**config.mk**
```make
export PLATFORM = sky130hd
export DESIGN_NAME = hsh_cmd_regs
export DESIGN_NICKNAME = d
export VERILOG_FILES = /design/src/rtl/hsh_pkg.sv /design/src/rtl/hsh_algo_dec.sv /design/src/rtl/hsh_done_irq.sv /design/src/rtl/hsh_cmd_regs.sv
export SDC_FILE = /design/constraint.sdc
export NUM_CORES = 1
export LEC_CHECK = 0
export ABC_AREA = 1
export ABC_CLOCK_PERIOD_IN_PS = 1900
export BUFFER_PORTS_ARGS = -buffer_cell sky130_fd_sc_hd__buf_2
export CORE_MARGIN = 2
export CORE_UTILIZATION = 54
export DETAILED_ROUTE_END_ITERATION = 16
export PLACE_DENSITY = 0.88
export SLEW_MARGIN = 10
export SYNTH_ARGS = -nofsm -noshare
export SYNTH_HDL_FRONTEND = slang
export SYNTH_SLANG_ARGS = --single-unit
```
**constraint.sdc**
```tcl
create_clock -name clk_i -period 1.9 [get_ports clk_i]
set_input_delay 0.285 -clock clk_i [delete_from_list [all_inputs] [get_ports clk_i]]
set_output_delay 0.285 -clock clk_i [all_outputs]
set_load 0.05 [all_outputs]
```
**src/rtl/hsh_pkg.sv**
```systemverilog
package hsh_pkg;

    // byte offsets the host software depends on
    localparam int unsigned OFS_CRYPT = 'h10;
    localparam int unsigned OFS_STS   = 'h1C;
    localparam int unsigned OFS_SRC   = 'h20;
    localparam int unsigned OFS_DST   = 'h24;
    localparam int unsigned OFS_KEY   = 'h28;
    localparam int unsigned OFS_LEN   = 'h2C;
    localparam int unsigned OFS_CMD   = 'h30;

    // command word bit positions
    localparam int unsigned CMD_CASC_BIT = 1;
    localparam int unsigned CMD_PRI_LSB  = 4;
    localparam int unsigned CMD_MODE_LSB = 7;
    localparam int unsigned CMD_IEN_BIT  = 9;
    localparam int unsigned CMD_SUB_LSB  = 10;
    localparam int unsigned CMD_SG_BIT   = 18;

    // status word bit position
    localparam int unsigned STS_DONE_BIT = 9;

    typedef enum logic [2:0] {
        ALG_MD5        = 3'd0,
        ALG_SHA1       = 3'd1,
        ALG_SHA224     = 3'd2,
        ALG_SHA256     = 3'd3,
        ALG_SHA512     = 3'd4,
        ALG_SHA384     = 3'd5,
        ALG_SHA512_256 = 3'd6,
        ALG_SHA512_224 = 3'd7
    } hsh_algo_e;

    typedef enum logic [1:0] {
        MODE_DIGEST   = 2'b00,
        MODE_HMAC     = 2'b01,
        MODE_ACCUM    = 2'b10,
        MODE_HMAC_KEY = 2'b11
    } hsh_mode_e;

    typedef struct packed {
        hsh_algo_e algo;
        logic      sg;
        logic      accum;
    } hsh_job_t;

endpackage

```
**src/rtl/hsh_algo_dec.sv**
```systemverilog
module hsh_algo_dec
    import hsh_pkg::*;
(
    input  logic     [2:0] pri_i,
    input  logic     [2:0] sub_i,
    input  logic     [1:0] mode_i,
    input  logic           sg_i,
    input  logic           casc_i,
    output logic           ok_o,
    output hsh_job_t       job_o,
    output logic           hmac_o,
    output logic           casc_o
);

    logic      ok;
    hsh_algo_e algo;

    // two-level decode: the variant field is only meaningful for the wide family
    always_comb begin
        ok   = 1'b1;
        algo = ALG_MD5;
        unique case (pri_i)
            3'b000: begin algo = ALG_MD5;    ok = (sub_i == 3'b000); end
            3'b010: begin algo = ALG_SHA1;   ok = (sub_i == 3'b000); end
            3'b100: begin algo = ALG_SHA224; ok = (sub_i == 3'b000); end
            3'b101: begin algo = ALG_SHA256; ok = (sub_i == 3'b000); end
            3'b110: begin
                unique case (sub_i)
                    3'b000:  algo = ALG_SHA512;
                    3'b001:  algo = ALG_SHA384;
                    3'b010:  algo = ALG_SHA512_256;
                    3'b011:  algo = ALG_SHA512_224;
                    default: ok   = 1'b0;
                endcase
            end
            default: ok = 1'b0;
        endcase
    end

    assign ok_o        = ok;
    assign job_o.algo  = algo;
    assign job_o.sg    = sg_i;
    assign job_o.accum = (hsh_mode_e'(mode_i) == MODE_ACCUM);
    assign hmac_o      = mode_i[0];
    assign casc_o      = casc_i;

endmodule

```
**src/rtl/hsh_done_irq.sv**
```systemverilog
module hsh_done_irq (
    input  logic clk_i,
    input  logic rst_ni,
    input  logic done_i,
    input  logic ien_i,
    input  logic clr_i,
    output logic sts_o,
    output logic irq_o
);

    typedef struct packed {
        logic sts;
        logic irq;
    } st_t;

    st_t st_d, st_q;

    // completion wins over a clear landing in the same cycle
    always_comb begin
        st_d = st_q;
        if (clr_i) begin
            st_d.sts = 1'b0;
            st_d.irq = 1'b0;
        end
        if (done_i) begin
            st_d.sts = 1'b1;
            if (ien_i) begin
                st_d.irq = 1'b1;
            end
        end
    end

    always_ff @(posedge clk_i) begin
        if (!rst_ni) begin
            st_q <= '0;
        end else begin
            st_q <= st_d;
        end
    end

    assign sts_o = st_q.sts;
    assign irq_o = st_q.irq;

    AST_DONE_SETS_STS: assert property (@(posedge clk_i) disable iff (!rst_ni)
        done_i |=> sts_o);
    AST_IRQ_GATED: assert property (@(posedge clk_i) disable iff (!rst_ni)
        (done_i && !ien_i && !irq_o) |=> !irq_o);
    AST_IRQ_WITH_STS: assert property (@(posedge clk_i) disable iff (!rst_ni)
        irq_o |-> sts_o);
    AST_CLR_DROPS: assert property (@(posedge clk_i) disable iff (!rst_ni)
        (clr_i && !done_i) |=> (!sts_o && !irq_o));

endmodule

```
**src/rtl/hsh_cmd_regs.sv**
```systemverilog
module hsh_cmd_regs
    import hsh_pkg::*;
#(
    parameter int unsigned AW        = 12,
    parameter int unsigned NUM_WORDS = 13,
    parameter logic [31:0] SRC_MASK  = 32'h7FFF_FFFF,
    parameter logic [31:0] DST_MASK  = 32'h7FFF_FFF8,
    parameter logic [31:0] KEY_MASK  = 32'h7FFF_FFF8,
    parameter logic [31:0] LEN_MASK  = 32'h0FFF_FFFF,
    parameter logic [31:0] CMD_MASK  = 32'h0014_7FFF
) (
    input  logic          clk_i,
    input  logic          rst_ni,
    input  logic          wr_en_i,
    input  logic [AW-1:0] addr_i,
    input  logic [31:0]   wdata_i,
    output logic [31:0]   rdata_o,
    input  logic          done_i,
    output logic          start_o,
    output logic [2:0]    start_algo_o,
    output logic          start_sg_o,
    output logic          start_accum_o,
    output logic          hmac_unsup_o,
    output logic          casc_unsup_o,
    output logic [31:0]   src_addr_o,
    output logic [31:0]   dst_addr_o,
    output logic [31:0]   key_addr_o,
    output logic [31:0]   src_len_o,
    output logic          irq_o
);

    localparam int unsigned WW       = AW - 2;
    localparam logic [AW:0] SPAN     = (AW + 1)'(NUM_WORDS * 4);
    localparam logic [WW-1:0] W_CRYPT = WW'(OFS_CRYPT / 4);
    localparam logic [WW-1:0] W_STS   = WW'(OFS_STS / 4);
    localparam logic [WW-1:0] W_SRC   = WW'(OFS_SRC / 4);
    localparam logic [WW-1:0] W_DST   = WW'(OFS_DST / 4);
    localparam logic [WW-1:0] W_KEY   = WW'(OFS_KEY / 4);
    localparam logic [WW-1:0] W_LEN   = WW'(OFS_LEN / 4);
    localparam logic [WW-1:0] W_CMD   = WW'(OFS_CMD / 4);

    typedef struct packed {
        logic [31:0] src;
        logic [31:0] dst;
        logic [31:0] key;
        logic [31:0] len;
        logic [31:0] cmd;
        logic [31:0] crypt;
        hsh_job_t    job;
        logic        start;
        logic        hmac;
        logic        casc;
    } regs_t;

    regs_t r_d, r_q;

    logic          in_range;
    logic          wr_hit;
    logic [WW-1:0] word;
    logic          cmd_wr;
    logic          sts_clr;
    logic          sts_done;

    logic          dec_ok;
    hsh_job_t      dec_job;
    logic          dec_hmac;
    logic          dec_casc;

    assign in_range = ({1'b0, addr_i} < SPAN);
    assign word     = addr_i[AW-1:2];
    assign wr_hit   = wr_en_i && in_range;
    assign cmd_wr   = wr_hit && (word == W_CMD);
    assign sts_clr  = wr_hit && (word == W_STS) && wdata_i[STS_DONE_BIT];

    // decode the masked value being written, so start follows the write by one edge
    hsh_algo_dec u_dec (
        .pri_i  (wdata_i[CMD_PRI_LSB +: 3]  & CMD_MASK[CMD_PRI_LSB +: 3]),
        .sub_i  (wdata_i[CMD_SUB_LSB +: 3]  & CMD_MASK[CMD_SUB_LSB +: 3]),
        .mode_i (wdata_i[CMD_MODE_LSB +: 2] & CMD_MASK[CMD_MODE_LSB +: 2]),
        .sg_i   (wdata_i[CMD_SG_BIT]   & CMD_MASK[CMD_SG_BIT]),
        .casc_i (wdata_i[CMD_CASC_BIT] & CMD_MASK[CMD_CASC_BIT]),
        .ok_o   (dec_ok),
        .job_o  (dec_job),
        .hmac_o (dec_hmac),
        .casc_o (dec_casc)
    );

    hsh_done_irq u_sts (
        .clk_i  (clk_i),
        .rst_ni (rst_ni),
        .done_i (done_i),
        .ien_i  (r_q.cmd[CMD_IEN_BIT]),
        .clr_i  (sts_clr),
        .sts_o  (sts_done),
        .irq_o  (irq_o)
    );

    always_comb begin
        r_d       = r_q;
        r_d.start = 1'b0;
        r_d.hmac  = 1'b0;
        r_d.casc  = 1'b0;
        if (wr_hit) begin
            unique case (word)
                W_CRYPT: r_d.crypt = wdata_i;
                W_SRC:   r_d.src   = wdata_i & SRC_MASK;
                W_DST:   r_d.dst   = wdata_i & DST_MASK;
                W_KEY:   r_d.key   = wdata_i & KEY_MASK;
                W_LEN:   r_d.len   = wdata_i & LEN_MASK;
                W_CMD: begin
                    r_d.cmd  = wdata_i & CMD_MASK;
                    r_d.hmac = dec_hmac;
                    r_d.casc = dec_casc;
                    if (dec_ok) begin
                        r_d.start = 1'b1;
                        r_d.job   = dec_job;
                    end
                end
                default: ;
            endcase
        end
    end

    always_ff @(posedge clk_i) begin
        if (!rst_ni) begin
            r_q <= '0;
        end else begin
            r_q <= r_d;
        end
    end

    always_comb begin
        rdata_o = '0;
        if (in_range) begin
            unique case (word)
                W_CRYPT: rdata_o = r_q.crypt;
                W_STS:   rdata_o = 32'(sts_done) << STS_DONE_BIT;
                W_SRC:   rdata_o = r_q.src;
                W_DST:   rdata_o = r_q.dst;
                W_KEY:   rdata_o = r_q.key;
                W_LEN:   rdata_o = r_q.len;
                W_CMD:   rdata_o = r_q.cmd;
                default: rdata_o = '0;
            endcase
        end
    end

    assign start_o       = r_q.start;
    assign start_algo_o  = r_q.job.algo;
    assign start_sg_o    = r_q.job.sg;
    assign start_accum_o = r_q.job.accum;
    assign hmac_unsup_o  = r_q.hmac;
    assign casc_unsup_o  = r_q.casc;
    assign src_addr_o    = r_q.src;
    assign dst_addr_o    = r_q.dst;
    assign key_addr_o    = r_q.key;
    assign src_len_o     = r_q.len;

    AST_START_NEEDS_CMD: assert property (@(posedge clk_i) disable iff (!rst_ni)
        start_o |-> $past(cmd_wr && dec_ok));
    AST_REJECT_NO_START: assert property (@(posedge clk_i) disable iff (!rst_ni)
        (cmd_wr && !dec_ok) |=> !start_o);
    AST_START_ONE_CYCLE: assert property (@(posedge clk_i) disable iff (!rst_ni)
        (start_o && !cmd_wr) |=> !start_o);
    AST_OOR_IGNORED: assert property (@(posedge clk_i) disable iff (!rst_ni)
        (wr_en_i && !in_range) |=> ($stable(src_addr_o) && $stable(dst_addr_o) &&
                                    $stable(key_addr_o) && $stable(src_len_o)));

endmodule

```
==> results.md <==
- Global-route wire length before repair: 46.3 mm
- DP Area: 9990 µm²
- 1st-pass router iterations: 6
- XOR/XNOR Fraction of Synth Area: 0%
- DIE HEIGHT: 132 µm
- CP max stage delay: 0.18 ns
- Fmax: 472 MHz
- Setup clock skew after layout: 0.000123 ns
- Wirelength per Cell: 19.8 µm
- Clk root buf: clkbuf_16
- Largest net degree at the start of global routing: 63
- Antenna violations before repair: 1
- Starting Density: 55.7%
- Post-DP HPWL: 20.4 mm
- Worst Reg-to-Reg Cells: 2
- Share of flip-flops with an asynchronous set or reset: 0%
- Tot Pwr: 0.00789 W
- Slowest CP cell: nor2_4
- Ports: 217
- Max-Cap Viols: 0
- P&R area growth vs syn: 28.2%
- Mux cell area share after synthesis: 0%
- Worst EP required: 1.62 ns
- Crit path launch: addr_i[8]
- Vias in the first global route: 8877
- GRT Total Usage: 33.4%
- Top delay family on crit path: simple AND/OR/NAND/NOR gates
- H-tree level count: 4
- Synth Area in Simple Gates: 24.2%
- Psw: 0.00194 W
- Largest family of logic cells by synthesized area: simple AND/OR/NAND/NOR gates
- Leak: 5.28 nW
- Avg Vias per Cell: 5.90
- Cell count after synthesis: 1277
- DR DRC count: 0
- Worst setup SP type: primary input
- Fin area: 11400 µm²
- Comb pwr share: 5.7%
- CTS Buf Count: 17
- Seq/Total Area, Yosys: 39.1%
- CP max FO: 5
- Clk pwr share: 48.1%
- DR iter-0 viols: 1437
- Switching fraction of total power: 24.6%
- Fin crit period: 2.12 ns
- Synthesized area per cell: 6.98 µm²
- RR Endpoint: key_addr_o[25]
- Clock transition at path regs: 0.06 ns
- Antenna diodes: 0
- Post-synth EDFFs: 0
- Main flop type after synthesis: dfxtp_1
- Compound-Gate Fraction of Synth Area: 16.1%
- FF+latch count, synth: 174
- Total number of vias: 9822
- Yosys warning count: 0
- Fraction of layout cells with a size suffix above 1: 32.0%
- Fin util: 71.4%
- Post-DRT Antenna Nets: 0
- Core box area: 16000 µm²
- PD cells: 690 nW/µm²
- Kind of critical path: primary input to output port
- Count of different cell masters after synthesis: 30
- DIE AREA: 17500 µm²
- Gp weighted congestion: 0.987
- DRT Wirelength: 33.0 mm
- Post-Synth Adder-Cell Area: 0%
- Hold Fails Final Rpt: 0
- Part of the cycle the worst path needs: 111%
- Overflow after GRT: 0
- Status: finished, violations left
- RR Startpoint: key_addr_o[25]
- Crit path DAT: 1.83 ns
- CP Depth: 11
- CTS sink cnt: 174
- Cell Rows: 46
- PortBufs: 201
- Final setup margin: -0.217 ns
- CTS Hold Buffers Added: 0
- Clock latency on the worst-skew pair: 0.43 ns
- Die extent in x: 132 µm
- Fillers: 1127
- R2r setup slk: 0.95 ns
- Failing checks: negative setup slack
- Sequential power share: 46.2%
- Most frequent cells in the layout: nand2_1, dfxtp_1, buf_2
- Hold Crit Class: primary input to flip-flop
- Worst Setup End Kind: output port
- Commonest non-fill, non-tap cell in the layout: nand2_1
- Max IR drop VDD: 755 µV
- CP endpoint: rdata_o[7]
- Unrepaired setup endpoints after global routing: true
- Final Slew Violations: 0
- Crit path buffers/inverters: 4
- Worst-path cell chain: buf_6 > nor2_4 > nand2_4 > nor2_4 > buf_4 > nand4_1 > nand2_1 > nor2_1 > buf_4 > a21oi_4 > buf_6
- Synthesized area: 8910 µm²
- CTS max path bufs: 2
- Pint: 0.00595 W
- Final Setup Violations: 35
- Nets@finish: 1484
- CTS tree: done
## cell families (layout without fill, tap and decap cells)
family / after synthesis / count (layout)
AOI/OAI and AO/OA: 283 / 283
buffers and inverters: 326 / 486
DFF: 174 / 174
other: 1 / 13
and+or+nand+nor: 493 / 493
## power groups by stage
stage	Sequential [W]	Clock [W]	Combinational, W
CTS	0.00365	0.00376	0.000398
global placement	0.00373	0	0.000374
finish	0.00365	0.00379	0.000448
detailed placement	0.00373	0	0.000379
floorplan	0.00373	0	0.000219
global route	0.00365	0.00391	0.000468
## metrics by stage
step / instances / TNS, ns / setup slack (ns) / hold slack (ns)
3_3_place_gp: 1617 / -9.41 / -0.305 / 0.449
5_1_grt: 1665 / -5.76 / -0.273 / 0.0922
3_5_place_dp: 1617 / -14.12 / -0.318 / 0.457
2_1_floorplan: 1289 / -0.599 / -0.241 / 0.398
6_report: 1665 / -4.47 / -0.217 / 0.0904
4_1_cts: 1651 / -1.96 / -0.108 / 0.0773
## metal layers
metal  routed length [µm]  share of wire, %  global-route usage (%)  up-vias
met5                    0                 0                       0        -
met4                 2310               7.0                    21.4        0
met3                 4340                13                    8.08      229
met2                14900                45                    53.0      889
met1                11500                35                    40.7     4440
li1                     -                 -                       -     4264
## worst min-delay path, delay by kind of cell
family	cells	cell delay, ns
buffers and inverters	1	0.08
AND/OR/NAND/NOR	2	0.12
## synth_stat cells (4+ instances only)
cell type / number / share of area (%)
nand2_1: 266 / 11
dfxtp_1: 174 / 39
o21ai_0: 140 / 7.9
buf_4: 135 / 11
inv_1: 126 / 5.3
a21oi_1: 123 / 6.9
nor2_1: 110 / 4.6
nand3_1: 64 / 3.6
buf_2: 24 / 1.3
clkbuf_1: 23 / 0.97
nand4_1: 20 / 1.4
o21ai_1: 14 / 0.79
buf_6: 9 / 1.1
nor2_4: 7 / 0.88
nand2_2: 6 / 0.42
nor2_2: 6 / 0.42
inv_2: 5 / 0.21
nor3_1: 4 / 0.22
o2111ai_1: 4 / 0.39
## flip-flops by register name, indices dropped and copies added (netlist names), 3 cells and up
register and flops:
dst_addr_o 28, key_addr_o 28, r_q 49, src_addr_o 31, src_len_o 28, start_algo_o 3
## worst min-delay path by stage
stage                 from  slack, ns  cells after the start           to
2_1_floorplan   wdata_i[8]       0.40                      2      r_q[48]
6_report       wdata_i[31]       0.09                      3      r_q[39]
3_3_place_gp       r_q[49]       0.45                      2  u_sts.irq_o
3_5_place_dp       r_q[49]       0.46                      2  u_sts.irq_o
4_1_cts        wdata_i[31]       0.08                      3      r_q[39]
5_1_grt        wdata_i[31]       0.09                      3      r_q[39]
## final cells by class
type / instances / area, µm² / share of cell area, %
Inverter: 132 / 503 / 4.40
Sequential cell: 174 / 3480 / 30.5
Timing Repair Buffer: 322 / 2520 / 22.1
Clock inverter: 13 / 176 / 1.54
Clock buffer: 19 / 453 / 3.97
Multi-Input combinational cell: 789 / 4020 / 35.2
Tap cell: 216 / 270 / 2.37
## repair_timing
action / CTS / global route
gates resized for setup: 92 / 114
setup endpoints to repair: 32 / 32
cloned: 0 / 2
hold endpoints to repair: 0 / 0
setup buffers: 2 / 12
pin swaps: 13 / 25
(Power assumes the default switching activity.)
